`config.mk`:
```
export PLATFORM = sky130hd
export DESIGN_NAME = col_crs_reporter
export DESIGN_NICKNAME = d
export VERILOG_FILES = /design/src/rtl/col_crs_pkg.sv /design/src/rtl/col_crs_sqe.sv /design/src/rtl/col_crs_reporter.sv
export SDC_FILE = /design/constraint.sdc
export NUM_CORES = 1
export LEC_CHECK = 0
export BUFFER_PORTS_ARGS = -buffer_cell sky130_fd_sc_hd__buf_2
export CORE_AREA = 2 2 39 41
export CTS_BUF_LIST = sky130_fd_sc_hd__clkbuf_8
export CTS_CLUSTER_DIAMETER = 30
export DETAILED_ROUTE_END_ITERATION = 7
export DIE_AREA = 0 0 41 43
export SLEW_MARGIN = 0
export SYNTH_ARGS = -nofsm -noshare
export SYNTH_HDL_FRONTEND = slang
export SYNTH_SLANG_ARGS = --single-unit
```
`constraint.sdc`:
```
create_clock -name clk -period 2 [get_ports clk]
set_input_delay 0 -clock clk [delete_from_list [all_inputs] [get_ports clk]]
set_output_delay 0 -clock clk [all_outputs]
set_load 0.01 [all_outputs]
```
`src/rtl/col_crs_pkg.sv`:
```
package col_crs_pkg;
   typedef enum logic [1:0] {
      SQE_IDLE  = 2'd0,
      SQE_GAP   = 2'd1,
      SQE_PULSE = 2'd2
   } sqe_state_t;
endpackage

```
`src/rtl/col_crs_sqe.sv`:
```
module col_crs_sqe
   import col_crs_pkg::*;
#(
   parameter int GAP_CYC = 10,
   parameter int LEN_CYC = 10
) (
   input  logic clk,
   input  logic rst_n,
   input  logic tx_en,
   input  logic full_dup,
   input  logic hb_dis,
   output logic sqe_out
);
   localparam int MAXC = (GAP_CYC > LEN_CYC) ? GAP_CYC : LEN_CYC;
   localparam int CW   = $clog2(MAXC + 1);
   localparam logic [CW-1:0] GAP_LAST = CW'(GAP_CYC - 1);
   localparam logic [CW-1:0] LEN_LAST = CW'(LEN_CYC - 1);

   generate
      if (GAP_CYC < 1) begin : g_bad_gap
         $error("GAP_CYC must be at least 1");
      end
      if (LEN_CYC < 1) begin : g_bad_len
         $error("LEN_CYC must be at least 1");
      end
   endgenerate

   sqe_state_t    state;
   logic [CW-1:0] cnt;
   logic          tx_d;
   logic          inhibit;
   logic          launch;

   assign inhibit = tx_en | full_dup | hb_dis;
   assign launch  = tx_d & ~tx_en & ~full_dup & ~hb_dis;

   always_ff @(posedge clk) begin
      if (!rst_n) begin
         state <= SQE_IDLE;
         cnt   <= '0;
         tx_d  <= 1'b0;
      end else begin
         tx_d <= tx_en;
         unique case (state)
            SQE_IDLE: begin
               if (launch) begin
                  state <= SQE_GAP;
                  cnt   <= '0;
               end
            end
            SQE_GAP: begin
               if (inhibit) begin
                  state <= SQE_IDLE;
               end else if (cnt == GAP_LAST) begin
                  state <= SQE_PULSE;
                  cnt   <= '0;
               end else begin
                  cnt <= cnt + 1'b1;
               end
            end
            SQE_PULSE: begin
               if (inhibit || cnt == LEN_LAST) begin
                  state <= SQE_IDLE;
               end else begin
                  cnt <= cnt + 1'b1;
               end
            end
            default: state <= SQE_IDLE;
         endcase
      end
   end

   assign sqe_out = (state == SQE_PULSE) & ~inhibit;

   // a new transmission drops anything pending
   a_r6_retx_cancels: assert property (@(posedge clk) disable iff (!rst_n)
      (state != SQE_IDLE && tx_en) |=> state == SQE_IDLE);
   // pulse counter never runs past its length
   a_r4_pulse_bounded: assert property (@(posedge clk) disable iff (!rst_n)
      (state == SQE_PULSE) |-> (cnt <= LEN_LAST));
   // pulse is only ever entered from the gap
   a_r3_pulse_after_gap: assert property (@(posedge clk) disable iff (!rst_n)
      $rose(state == SQE_PULSE) |-> $past(state == SQE_GAP));
   // heartbeat disable empties the machine
   a_r5_disable_drops: assert property (@(posedge clk) disable iff (!rst_n)
      (hb_dis || full_dup) |=> state == SQE_IDLE);
endmodule

```
`src/rtl/col_crs_reporter.sv`:
```
module col_crs_reporter #(
   parameter int SQE_GAP = 10,
   parameter int SQE_LEN = 10
) (
   input  logic clk,
   input  logic rst_n,
   input  logic tx_en,
   input  logic rx_act,
   input  logic coll_det,
   input  logic full_dup,
   input  logic hb_dis,
   output logic col,
   output logic crs
);
   logic sqe;

   col_crs_sqe #(
      .GAP_CYC(SQE_GAP),
      .LEN_CYC(SQE_LEN)
   ) i_sqe (
      .clk     (clk),
      .rst_n   (rst_n),
      .tx_en   (tx_en),
      .full_dup(full_dup),
      .hb_dis  (hb_dis),
      .sqe_out (sqe)
   );

   always_ff @(posedge clk) begin
      if (!rst_n) begin
         col <= 1'b0;
         crs <= 1'b0;
      end else begin
         col <= coll_det | sqe;
         crs <= rx_act | (tx_en & ~full_dup);
      end
   end

   // collision is reported while it lasts
   a_r1_col_tracks_coll: assert property (@(posedge clk) disable iff (!rst_n)
      coll_det |=> col);
   // half duplex carrier includes transmit
   a_r7_crs_half_tx: assert property (@(posedge clk) disable iff (!rst_n)
      (tx_en && !full_dup) |=> crs);
   // full duplex carrier ignores transmit
   a_r8_crs_full_rx_only: assert property (@(posedge clk) disable iff (!rst_n)
      (full_dup && !rx_act) |=> !crs);
endmodule

```
==> flow_summary.yaml <==
synth:
  synth_top_family_by_area: "simple AND/OR/NAND/NOR gates"
  synth.yosys.seq_area_share: 0.326
  synth_xor_area_frac: 0
  synth.cell_area_um2: 553
  muxShareOfSynthArea: 0
  ys_warn_count: 0
  yosys.area_share.simple: 0.265
  syn_inst: 61
  avgSynthCellArea_um2: 9.07
  syn_nets: 74
  synth-compound-area-share: 0.240
  ys_types: 27
  synth_fa_ha_area_frac: 0.136
  synth-seq-cells: 9
layout:
  n_antenna_cell: 0
  synthToLayoutAreaGrowth_pct: 24.0
  layout-drive-gt1-share: 0.237
  final_nets: 90
  fillCellCount: 138
  fin_area_um2: 686
sta:
  fin_crit_ns: 1.72
  max_freq_mhz: 582
  fin_ws_ns: 0.283
  hold_viol_final: 0
  setup-violations-final: 0
  worstMarginPinSlew_ns: 0.562
  slew_viol_final: 0
  slew_headroom: 0.623
  hold_slack_ns: 0.0495
  post-route-period-util: 0.859
  tns_ns: 0
  worst_clock_skew_ns: 0.000443
  rsz0062_at_grt: "false"
place:
  place_area_um2: 621
  io_buffers: 8
  place_worst_setup_slack_ns: 0.301
  dp_hpwl_um: 954
  gp_congestion: 0.750
routing:
  antenna_left: 0
  route.top_layer_used: "met4"
  wire_per_inst_um: 13.3
  wl_met1_um: 564
  route.met2.wl_um: 632
  route.met3.wl_um: 21
  drt_iter0_markers: 2
  via_per_inst: 5.34
  firstDrtPassIters: 4
  drc: 0
  wl_um: 1230
  via_count: 491
die:
  dieArea_mm2: 0.00176
  die_h_um: 43
  num_rows: 14
  start_util: 0.400
  coreArea_mm2: 0.00138
  ios: 9
  die_w_um: 41
run:
  drv_cap: 0
clocking:
  post_cts_buffers: 0
  cts_tree: "built"
  htreeDepth: 1
  clk_pin_slew_ns: 0.05
  cts.path.max_buffers: 2
  cts.sinks: 9
  numCtsBuffers: 3
  cts-root-buf: "clkbuf_8"
  clk_latency_ns: 0.23
setup_path:
  end_kind: "flop"
  crit_fanout: 6
  cp-start-kind: "flop"
  crit_arrival_ns: 1.83
  worst_ep_required_time_ns: 2.11
  path_class: "flop to flop"
pwr:
  peakVddDrop_mv: 0.380
  seq_power_share: 0.387
  p_total_uw: 494
  p_sw_uw: 134
  power_frac_comb: 0.183
  power_density_mw_per_mm2: 721
  power.clock.fraction: 0.429
  p_int_uw: 360
  p_sw_frac: 0.271
  p_leak_uw: 0.000272
global_route:
  grt-ovfl-total: 0
  grt_max_degree: 7
  grt_pass1_wl_um: 2020
  grt_pass1_vias: 490
  track_usage: 0.175
  grt_antenna_before_repair: 0
outcome:
  outcome: "completed"
min_path:
  hp-class: "input pin to flop"
## cells by family (layout without fill, tap and decap cells)
family / after synthesis / in the layout
and+or+nand+nor: 23 / 23
AOI/OAI and AO/OA: 18 / 18
DFF: 9 / 9
buffers and inverters: 5 / 20
adders and majority gates: 6 / 6
## stage by stage
stage,std cells,util
3_5_place_dp,86,0.448
5_1_grt,92,0.495
2_1_floorplan,61,-
4_1_cts,92,0.495
3_3_place_gp,86,0.448
6_report,92,0.495
## cell usage after synthesis
master,number,share of area
a211o_1,1,0.016
a211oi_1,2,0.027
a21o_1,1,0.014
a21oi_1,5,0.045
a21oi_4,1,0.029
a31oi_1,1,0.011
a32oi_1,1,0.016
and2_2,1,0.014
dfxtp_1,9,0.33
ha_1,6,0.14
inv_1,5,0.034
nand2_1,1,0.0068
nand2b_1,2,0.023
nand3_1,2,0.018
nand3_2,1,0.018
nand3b_1,2,0.027
nand4b_1,2,0.032
nor2_1,5,0.034
nor3_1,3,0.027
nor4_1,1,0.011
nor4bb_1,1,0.018
o21ai_0,3,0.027
o21ai_1,1,0.0090
o311ai_2,1,0.029
o32ai_1,1,0.016
or2_2,1,0.011
or4b_4,1,0.025
## metal layers
metal,vias up,global-route usage
met1,227,0.216
li1,259,-
met4,0,0.100
met3,2,0.0471
met2,3,0.259
met5,-,0
## critical path, cell delays in order (launching register included)
cell,delay (ns)
dfxtp_1,0.38
inv_1,0.08
ha_1,0.27
nor4bb_1,0.36
nor2_1,0.17
a211oi_1,0.24
o32ai_1,0.10
## flip-flops by register name, summed over array words and instances, names as in the netlist
name,cells
i_sqe.cnt,4
i_sqe.state,2
col,1
crs,1
i_sqe.tx_d,1
## cell type report
| cell class | instances | area (µm²) | share of cell area |
|---|---|---|---|
| repair buffers | 11 | 67.6 | 0.0985 |
| well taps | 16 | 20.0 | 0.0292 |
| inverters | 5 | 18.8 | 0.0274 |
| multi-input cells | 47 | 354 | 0.516 |
| clock buffers | 3 | 41.3 | 0.0602 |
| flip-flops and latches | 9 | 180 | 0.263 |
| clock inverters | 1 | 3.75 | 0.00547 |
## cell usage in the layout (no fill, tap or decap)
| cell | synthesis | layout |
|---|---|---|
| a211o_1 | 1 | 1 |
| a211oi_1 | 2 | 2 |
| a21o_1 | 1 | 1 |
| a21oi_1 | 5 | 5 |
| a21oi_4 | 1 | 1 |
| a31oi_1 | 1 | 1 |
| a32oi_1 | 1 | 1 |
| and2_2 | 1 | 1 |
| buf_2 | 0 | 8 |
| buf_4 | 0 | 1 |
| clkbuf_8 | 0 | 3 |
| dfxtp_1 | 9 | 9 |
| dlygate4sd3_1 | 0 | 2 |
| ha_1 | 6 | 6 |
| inv_1 | 5 | 6 |
| nand2_1 | 1 | 1 |
| nand2b_1 | 2 | 2 |
| nand3_1 | 2 | 2 |
| nand3_2 | 1 | 1 |
| nand3b_1 | 2 | 2 |
| nand4b_1 | 2 | 2 |
| nor2_1 | 5 | 5 |
| nor3_1 | 3 | 3 |
| nor4_1 | 1 | 1 |
| nor4bb_1 | 1 | 1 |
| o21ai_0 | 3 | 3 |
| o21ai_1 | 1 | 1 |
| o311ai_2 | 1 | 1 |
| o32ai_1 | 1 | 1 |
| or2_2 | 1 | 1 |
| or4b_4 | 1 | 1 |
## power groups by stage
stage | Sequential, µW | Clock [µW] | Combinational, µW
floorplan | 195 | 0 | 60.4
global placement | 194 | 0 | 86.4
detailed placement | 195 | 0 | 87.5
CTS | 191 | 217 | 91.3
global route | 192 | 224 | 101
finish | 191 | 212 | 90.6
## worst paths after layout
path | to | start | depth (start not counted) | slack [ns]
min reg2reg | i_sqe.cnt[3] | i_sqe.cnt[3] | 2 | 0.50
max | i_sqe.cnt[3] | i_sqe.state[0] | 6 | 0.28
max reg2reg | i_sqe.cnt[3] | i_sqe.state[0] | 6 | 0.28
min | i_sqe.tx_d | tx_en | 2 | 0.05
## timing repair
action,4_1_cts,5_1_grt
gates resized for setup,0,0
hold buffers,2,0
endpoints found under the hold margin,2,0
(Power assumes the default switching activity.)
